## src/rtl/sem_pkg.sv

```systemverilog
package sem_pkg;

    // Default geometry of the bank
    localparam int DEF_NUM_SEM = 8;
    localparam int DEF_ADDR_W  = 12;
    localparam int DEF_DATA_W  = 8;

    // Who holds a semaphore
    typedef enum logic [1:0] {
        OWN_NONE  = 2'b00,
        OWN_LEFT  = 2'b01,
        OWN_RIGHT = 2'b10
    } owner_e;

    // Full state of one semaphore
    typedef struct packed {
        owner_e owner;
        logic   wait_l;   // left request waiting on right owner
        logic   wait_r;   // right request waiting on left owner
    } sem_state_t;

    // Decoded operation of one port in one cycle
    typedef struct packed {
        logic wr_req;     // write with bit 0 = 0
        logic wr_rel;     // write with bit 0 = 1
        logic rd;         // read cycle
    } port_op_t;

    localparam sem_state_t SEM_RESET = '{owner: OWN_NONE, wait_l: 1'b0, wait_r: 1'b0};

    // Next state of one semaphore, given operations already
    // qualified by the address match.
    function automatic sem_state_t sem_next(sem_state_t cur, port_op_t lop, port_op_t rop);
        sem_state_t nxt;
        logic       keep_r;
        logic       keep_l;
        nxt    = cur;
        keep_r = (cur.wait_r | rop.wr_req) & ~rop.wr_rel;
        keep_l = (cur.wait_l | lop.wr_req) & ~lop.wr_rel;
        case (cur.owner)
            OWN_NONE: begin
                nxt.wait_l = 1'b0;
                nxt.wait_r = 1'b0;
                if (lop.wr_req) begin
                    nxt.owner  = OWN_LEFT;
                    nxt.wait_r = rop.wr_req;   // left wins a tie
                end else if (rop.wr_req) begin
                    nxt.owner = OWN_RIGHT;
                end
            end
            OWN_LEFT: begin
                nxt.wait_l = 1'b0;
                if (lop.wr_rel) begin
                    nxt.owner  = keep_r ? OWN_RIGHT : OWN_NONE;
                    nxt.wait_r = 1'b0;
                end else begin
                    nxt.wait_r = keep_r;
                end
            end
            OWN_RIGHT: begin
                nxt.wait_r = 1'b0;
                if (rop.wr_rel) begin
                    nxt.owner  = keep_l ? OWN_LEFT : OWN_NONE;
                    nxt.wait_l = 1'b0;
                end else begin
                    nxt.wait_l = keep_l;
                end
            end
            default: nxt = SEM_RESET;
        endcase
        return nxt;
    endfunction

    // Gate a port operation with an address hit
    function automatic port_op_t op_mask(port_op_t op, logic hit);
        port_op_t m;
        m.wr_req = op.wr_req & hit;
        m.wr_rel = op.wr_rel & hit;
        m.rd     = op.rd & hit;
        return m;
    endfunction

endpackage

```

## src/rtl/sem_port_decode.sv

```systemverilog
module sem_port_decode
    import sem_pkg::*;
#(
    parameter int ADDR_W = DEF_ADDR_W,
    parameter int DATA_W = DEF_DATA_W,
    parameter int SEL_W  = 3
) (
    input  logic              sem_n,
    input  logic              ce_n,
    input  logic              oe_n,
    input  logic              we_n,
    input  logic [ADDR_W-1:0] addr,
    input  logic [DATA_W-1:0] wdata,
    output logic [SEL_W-1:0]  sel,
    output port_op_t          op
);
    logic access;
    logic unused_bits;

    // Semaphore space only: enable low with memory select high
    assign access = ~sem_n & ce_n;

    always_comb begin
        op.wr_req = access & ~we_n & ~wdata[0];
        op.wr_rel = access & ~we_n &  wdata[0];
        op.rd     = access &  we_n & ~oe_n;
    end

    assign sel = addr[SEL_W-1:0];

    // Upper address and data bits play no part in semaphore access
    assign unused_bits = ^{addr[ADDR_W-1:SEL_W], wdata[DATA_W-1:1]};
endmodule

```

## src/rtl/sem_cell.sv

```systemverilog
module sem_cell
    import sem_pkg::*;
#(
    parameter int SEL_W = 3,
    parameter int IDX   = 0
) (
    input  logic             clk,
    input  logic             rst,
    input  logic [SEL_W-1:0] sel_l,
    input  port_op_t         op_l,
    input  logic [SEL_W-1:0] sel_r,
    input  port_op_t         op_r,
    output logic             own_l,
    output logic             own_r,
    output logic             wait_l,
    output logic             wait_r
);
    localparam logic [SEL_W-1:0] MY_SEL = SEL_W'(IDX);

    sem_state_t st_q;
    sem_state_t st_d;
    port_op_t   my_l;
    port_op_t   my_r;

    always_comb begin
        my_l = op_mask(op_l, sel_l == MY_SEL);
        my_r = op_mask(op_r, sel_r == MY_SEL);
        st_d = sem_next(st_q, my_l, my_r);
    end

    always_ff @(posedge clk) begin
        if (rst) begin
            st_q <= SEM_RESET;
        end else begin
            st_q <= st_d;
        end
    end

    assign own_l  = (st_q.owner == OWN_LEFT);
    assign own_r  = (st_q.owner == OWN_RIGHT);
    assign wait_l = st_q.wait_l;
    assign wait_r = st_q.wait_r;
endmodule

```

## src/rtl/sem_read_port.sv

```systemverilog
module sem_read_port
    import sem_pkg::*;
#(
    parameter int NUM_SEM = DEF_NUM_SEM,
    parameter int DATA_W  = DEF_DATA_W,
    parameter int SEL_W   = 3
) (
    input  logic               clk,
    input  logic               rst,
    input  port_op_t           op,
    input  logic [SEL_W-1:0]   sel,
    input  logic [NUM_SEM-1:0] view,     // 0 where this port owns
    output logic [DATA_W-1:0]  rdata
);
    logic [DATA_W-1:0] rdata_q;

    always_ff @(posedge clk) begin
        if (rst) begin
            rdata_q <= '1;
        end else if (op.rd) begin
            rdata_q <= {DATA_W{view[sel]}};
        end
    end

    assign rdata = rdata_q;
endmodule

```

## src/rtl/sem_bank.sv

```systemverilog
module sem_bank
    import sem_pkg::*;
#(
    parameter int NUM_SEM = DEF_NUM_SEM,
    parameter int ADDR_W  = DEF_ADDR_W,
    parameter int DATA_W  = DEF_DATA_W
) (
    input  logic              clk,
    input  logic              rst,
    input  logic              l_sem_n,
    input  logic              l_ce_n,
    input  logic              l_oe_n,
    input  logic              l_we_n,
    input  logic [ADDR_W-1:0] l_addr,
    input  logic [DATA_W-1:0] l_wdata,
    output logic [DATA_W-1:0] l_rdata,
    input  logic              r_sem_n,
    input  logic              r_ce_n,
    input  logic              r_oe_n,
    input  logic              r_we_n,
    input  logic [ADDR_W-1:0] r_addr,
    input  logic [DATA_W-1:0] r_wdata,
    output logic [DATA_W-1:0] r_rdata
);
    localparam int SEL_W  = $clog2(NUM_SEM);
    localparam int NPORTS = 2;   // index 0 = left, 1 = right

    logic [NPORTS-1:0] sem_n_a, ce_n_a, oe_n_a, we_n_a;
    logic [ADDR_W-1:0] addr_a  [NPORTS];
    logic [DATA_W-1:0] wdata_a [NPORTS];
    logic [DATA_W-1:0] rdata_a [NPORTS];
    logic [SEL_W-1:0]  sel_a   [NPORTS];
    port_op_t          op_a    [NPORTS];
    logic [NUM_SEM-1:0] view_a [NPORTS];

    logic [NUM_SEM-1:0] own_l_vec, own_r_vec, wait_l_vec, wait_r_vec;

    assign sem_n_a = {r_sem_n, l_sem_n};
    assign ce_n_a  = {r_ce_n,  l_ce_n};
    assign oe_n_a  = {r_oe_n,  l_oe_n};
    assign we_n_a  = {r_we_n,  l_we_n};
    assign addr_a[0]  = l_addr;
    assign addr_a[1]  = r_addr;
    assign wdata_a[0] = l_wdata;
    assign wdata_a[1] = r_wdata;

    assign view_a[0] = ~own_l_vec;
    assign view_a[1] = ~own_r_vec;

    generate
        for (genvar p = 0; p < NPORTS; p++) begin : g_port
            sem_port_decode #(
                .ADDR_W(ADDR_W), .DATA_W(DATA_W), .SEL_W(SEL_W)
            ) u_dec (
                .sem_n (sem_n_a[p]),
                .ce_n  (ce_n_a[p]),
                .oe_n  (oe_n_a[p]),
                .we_n  (we_n_a[p]),
                .addr  (addr_a[p]),
                .wdata (wdata_a[p]),
                .sel   (sel_a[p]),
                .op    (op_a[p])
            );

            sem_read_port #(
                .NUM_SEM(NUM_SEM), .DATA_W(DATA_W), .SEL_W(SEL_W)
            ) u_rd (
                .clk   (clk),
                .rst   (rst),
                .op    (op_a[p]),
                .sel   (sel_a[p]),
                .view  (view_a[p]),
                .rdata (rdata_a[p])
            );
        end

        for (genvar i = 0; i < NUM_SEM; i++) begin : g_sem
            sem_cell #(
                .SEL_W(SEL_W), .IDX(i)
            ) u_cell (
                .clk    (clk),
                .rst    (rst),
                .sel_l  (sel_a[0]),
                .op_l   (op_a[0]),
                .sel_r  (sel_a[1]),
                .op_r   (op_a[1]),
                .own_l  (own_l_vec[i]),
                .own_r  (own_r_vec[i]),
                .wait_l (wait_l_vec[i]),
                .wait_r (wait_r_vec[i])
            );
        end
    endgenerate

    assign l_rdata = rdata_a[0];
    assign r_rdata = rdata_a[1];
endmodule

```

## config.mk

```make
export PLATFORM = sky130hd
export DESIGN_NAME = sem_bank
export DESIGN_NICKNAME = d
export VERILOG_FILES = /design/src/rtl/sem_pkg.sv /design/src/rtl/sem_port_decode.sv /design/src/rtl/sem_cell.sv /design/src/rtl/sem_read_port.sv /design/src/rtl/sem_bank.sv
export SDC_FILE = /design/constraint.sdc
export NUM_CORES = 1
export LEC_CHECK = 0
export BUFFER_PORTS_ARGS = -buffer_cell sky130_fd_sc_hd__buf_2
export CORE_MARGIN = 3
export CORE_UTILIZATION = 35
export DETAILED_ROUTE_END_ITERATION = 10
export HOLD_SLACK_MARGIN = 0.05
export PLACE_DENSITY_LB_ADDON = 0.1
export SLEW_MARGIN = 10
export SYNTH_ARGS = -nofsm -noshare
export SYNTH_HDL_FRONTEND = slang
export SYNTH_HIERARCHICAL = 1
export SYNTH_SLANG_ARGS = --single-unit
```

## constraint.sdc

```tcl
create_clock -name clk -period 5.9 [get_ports clk]
set_clock_uncertainty 0.15 [all_clocks]
set_input_delay 1.18 -clock clk [delete_from_list [all_inputs] [get_ports clk]]
set_output_delay 1.18 -clock clk [all_outputs]
set_load 0.02 [all_outputs]
```

; Word-level counts from Yosys, hierarchy flattened
; Cells that the tools add are included.
[word_totals]
n_memories = 0
latchBits = 0
mem_bits_ro = 0
reg_bits = 34
out_inout_bits = 16
ram_bits = 0
word_cells = 286
[classes]
n_addsub = 0
n_eq_ne = 54
mul = 0
div = 0
magnitude_cmp = 2
shift = 0
bitwise = 102
muxes = 84
n_reduce_logical = 18
[op_table]
columns = operator, n
row1 = case mux 4 bit (3 select lines), 8
row2 = 2-to-1 mux 2 bit, 40
row3 = bitwise AND 1 bit, 60
row4 = 2-to-1 mux 1 bit, 34
row5 = "!= test 2 bit, second input constant", 16
row6 = "== test 3 bit, second input constant", 8
row7 = "!= test 3 x 1 -> 1 bit, second input constant", 8
row8 = NOT 1 bit, 24
row9 = AND reduction 3 bit, 8
row10 = "== test 2 x 1 -> 1 bit, second input constant", 8
row11 = "== test 2 bit, second input constant", 8
row12 = zero test 2 bit, 8
row13 = NOT 8 bit, 2
row14 = bitwise OR 1 bit, 16
row15 = "== test 3 x 2 -> 1 bit, second input constant", 4
row16 = "less-than comparator 3 x 4 -> 1 bit, second input constant", 2
row17 = binary-select mux 1 bit (select 3 bit), 2
row18 = "== test 3 x 1 -> 1 bit, second input constant", 2
row19 = zero test 3 bit, 2

; Logic depth before layout (Yosys ltp)
[logic_depth]
word_depth = 10
ltp_mapped = 5

; By module
; The synthesis kept the hierarchy.
[modules_own_cells]
columns = mod, area_per_inst_um2, n_inst, seq_area_each_um2, cells_per_inst
row1 = sem_cell at g_sem[1].u_cell ..., 256.5, 3, 80.1, 26
row2 = sem_cell at g_sem[3].u_cell ..., 252.7, 3, 80.1, 27
row3 = sem_read_port, 158.9, 2, 20.0, 18
row4 = sem_cell at g_sem[0].u_cell, 270.3, 1, 80.1, 26
row5 = sem_cell at g_sem[7].u_cell, 247.7, 1, 80.1, 26
row6 = sem_port_decode, 62.6, 2, 0.0, 6
row7 = sem_bank, 60.1, 1, 0.0, 16

; Worst setup path after synthesis
; Ideal clock, no wire load.
[synth_path]
path_type = input to register
startpoint = in l_sem_n
endpoint = reg g_sem[3].u_cell.st_q (netlist bit g_sem[3].u_cell/wait_r)
arrival_ps = 2634
path_slack_ps = 3012
cell_stages = 4
setup_ps = 103
required_ps = 5647
n_path_buf = 0
cell_sequence = nor4b_2 > nand4b_1 > or3_1 > a2111oi_2
[synth_between]
elab_chain_len = 7
[synth_rtl]
columns = item, line_no
row1 = start: declaration, sem_bank.sv:10  ; input logic l_sem_n,
row2 = NOT 1 bit *, sem_port_decode.sv:21  ; assign access = ~sem_n & ce_n;
row3 = bitwise AND 1 bit *, sem_port_decode.sv:21
row4 = bitwise AND 1 bit *, "sem_port_decode.sv:24, sem_port_decode.sv:25"
row5 = bitwise AND 1 bit (on tied branches), "sem_port_decode.sv:25, sem_port_decode.sv:24"
row6 = bitwise AND 1 bit (on tied branches), "sem_pkg.sv:78, sem_pkg.sv:77"
row7 = 2-to-1 mux 1 bit (on tied branches), "sem_pkg.sv:53, sem_pkg.sv:44"
row8 = case mux 4 bit (3 select lines) *, sem_pkg.sv:40  ; case (cur.owner)
row9 = end signal: assignment, sem_cell.sv:35  ; st_q <= st_d;
row10 = end: declaration, sem_cell.sv:20  ; sem_state_t st_q;
; Every way passes the cells marked *; elsewhere a longest branch is shown, timed or not.
; A chain may end at the register's enable or synchronous reset.

==> metrics.yaml <==
status:
  outcome: "finished clean"
floorplan:
  die_h_microns: 91.34
  die-area_sq_mm: 0.008342
  coreArea_sq_mm: 0.006944
  rows: 30
  chipWidth_microns: 91.34
  start_util: 0.3670
  ioPinCount: 66
drt:
  drc: 0
  drt.antenna.violating_nets: 0
  wl_microns: 6258
  avgViaCountPerCell: 5.533
  wl_per_cell_microns: 15.96
  drt_iter0_drc: 125
  dr_total_vias: 2169
  dr.pass1.iters: 4
timing:
  fin_crit_sh: 0.5562
  fin_ws_ns: 2.619
  fin_crit_ns: 3.281
  tns_ns: 0
  timing.slew.headroom: 0.2237
  maxSlewViolCount: 0
  rsz0062_at_grt: "false"
  hold_violations: 0
  tightest_slew_ns: 1.161
  fmaxAchievable_ghz: 0.3047
  final-setup-viol-count: 0
global_route:
  grt_use_total: 0.1496
  grt_max_degree: 35
  antenna_found_initial: 0
  overflow: 0
  grt_pass1_vias: 2065
  grt_pass1_wl_microns: 10160
power:
  leakagePower_nw: 0.8992
  p_total_uw: 479.4
  peakVddDrop_v: 0.00008672
  p_comb_frac: 0.131
  p_seq_frac: 0.489
  p_sw_uw: 129.3
  power.internal_uw: 350.1
  p_clk_frac: 0.380
  power.density_mw_per_mm2: 172.7
  swShare: 0.2698
hold_path:
  worstHoldPathType: "reg2reg"
  worstHoldStart: "g_sem[6].u_cell/st_q[3]"
place:
  place_congestion: 0.8040
  pre_cts_ws_ns: 2.303
  portBuffers: 33
  hpwlAfterDp_microns: 4151
synth:
  synth_nets: 325
  synth_cells: 275
  ys_seq_elements: 34
  ys_async_sr_fraction: 0
  synth_edf_count: 0
  yosysSeqAreaShare: 0.2671
  ys_warn_count: 6
  ys.flop_type: "dfxtp_1"
  synth_area_per_cell_sq_um: 9.268
  syn_area_sq_mm: 0.002549
  synth_cell_types: 45
clock_network:
  cts.htree.levels: 2
  cts_buffers: 5
  cts_resized: 0
  post-cts-setup-buffers: 0
  cts-root-buf: "clkbuf_8"
  postCtsHoldBufs: 0
  cts_sinks: 34
  clockBufferDepth: 2
  clkTransAtPathRegs_ns: 0.07
  tritoncts: "done"
  clock_latency_ns: 0.29
critical_path:
  crit_start: "l_sem_n"
  required_ns: 5.94
  worst-setup-path-type: "in2reg"
  reg2reg_from: "g_sem[0].u_cell/st_q[3]"
  endpoint_kind: "flip-flop"
  path_max_fanout: 12
  critPathLaunchType: "input pin"
  crit_arrival_ns: 3.32
final_layout:
  nets: 345
  area_growth_pct: 8.886
  n_antenna_cell: 0
  layout_commonest_cell: "dfxtp_1"
  final_cell_mix: "dfxtp_1, buf_2, inv_1"
  drive_gt1_frac: 0.3007
flow_run:
  drv_cap: 0
[metal layers]
metal | GRT usage | wire length, microns | up-vias
met5 | 0 | 0 | -
met4 | 0.04523 | 46 | 0
met3 | 0.02817 | 204 | 4
met2 | 0.2354 | 2839 | 35
met1 | 0.2068 | 3167 | 1026
li1 | - | - | 1104
[cell usage after synthesis, types with 8 or more instances]
cell type	instances	area share
nand3_1	8	0.016
a21o_1	8	0.024
inv_1	26	0.038
nand4b_1	12	0.041
o2111ai_1	8	0.027
a22oi_1	12	0.035
o211ai_1	8	0.024
buf_4	20	0.059
a2111oi_2	8	0.047
o22ai_1	8	0.020
and4bb_2	10	0.049
nor2b_1	21	0.052
dfxtp_1	34	0.27
nor2_1	16	0.024
[cells by family after synthesis]
| logic type | after synthesis | synth area share |
|---|---|---|
| AOI/OAI and AO/OA | 72 | 0.2366 |
| and+or+nand+nor | 119 | 0.3726 |
| muxes | 4 | 0.02651 |
| DFF | 34 | 0.2671 |
| buffers and inverters | 46 | 0.09720 |
[worst max-delay path, stage by stage]
cell,delay (ns)
buf_2,0.12
nor4b_2,0.99
nand4b_1,0.27
or3_1,0.40
a2111oi_2,0.35
[stage by stage]
step | instance area (sq um) | util | cells | hold slack [ns]
floorplan | 2549 | - | 275 | 0.2888
global placement | 2684 | 0.3865 | 384 | 0.3112
detailed placement | 2684 | 0.3865 | 384 | 0.3133
CTS | 2775 | 0.3996 | 392 | 0.3237
global route | 2775 | 0.3996 | 392 | 0.3392
finish | 2775 | 0.3996 | 392 | 0.3219
[power groups by stage]
| stage | registers [mW] | logic (mW) | clock network, mW |
|---|---|---|---|
| after floorplan | 0.240 | 0.0454 | 0 |
| after global placement | 0.240 | 0.0625 | 0 |
| after detailed placement | 0.240 | 0.0627 | 0 |
| after CTS | 0.234 | 0.0629 | 0.193 |
| after global routing | 0.235 | 0.0683 | 0.201 |
| final | 0.234 | 0.0629 | 0.182 |
[layout make-up]
| type | count | area, sq um |
|---|---|---|
| clock buffers | 7 | 86.33 |
| clock inverters | 1 | 5.005 |
| fillers | 719 | 4169 |
| inverters | 26 | 97.59 |
| multi-input cells | 195 | 1620 |
| flip-flops and latches | 34 | 680.7 |
| well taps | 96 | 120.1 |
| repair buffers | 33 | 165.2 |
[registers in the layout, summed over array words and instances (netlist names)]
| signal | cells |
|---|---|
| g_sem.u_cell/wait_r | 8 |
| g_sem.u_cell/st_q | 16 |
| g_sem.u_cell/wait_l | 8 |
| g_port.u_rd/rdata | 2 |
[path summary, 6_finish.rpt]
check,slack [ns],to,cells after the start
max,2.62,g_sem[3].u_cell/wait_r,5
min,0.32,g_sem[6].u_cell/wait_r,1
min reg2reg,0.32,g_sem[6].u_cell/wait_r,1
max reg2reg,4.03,g_port[1].u_rd/rdata[0],5
(Power assumes the default switching activity.)
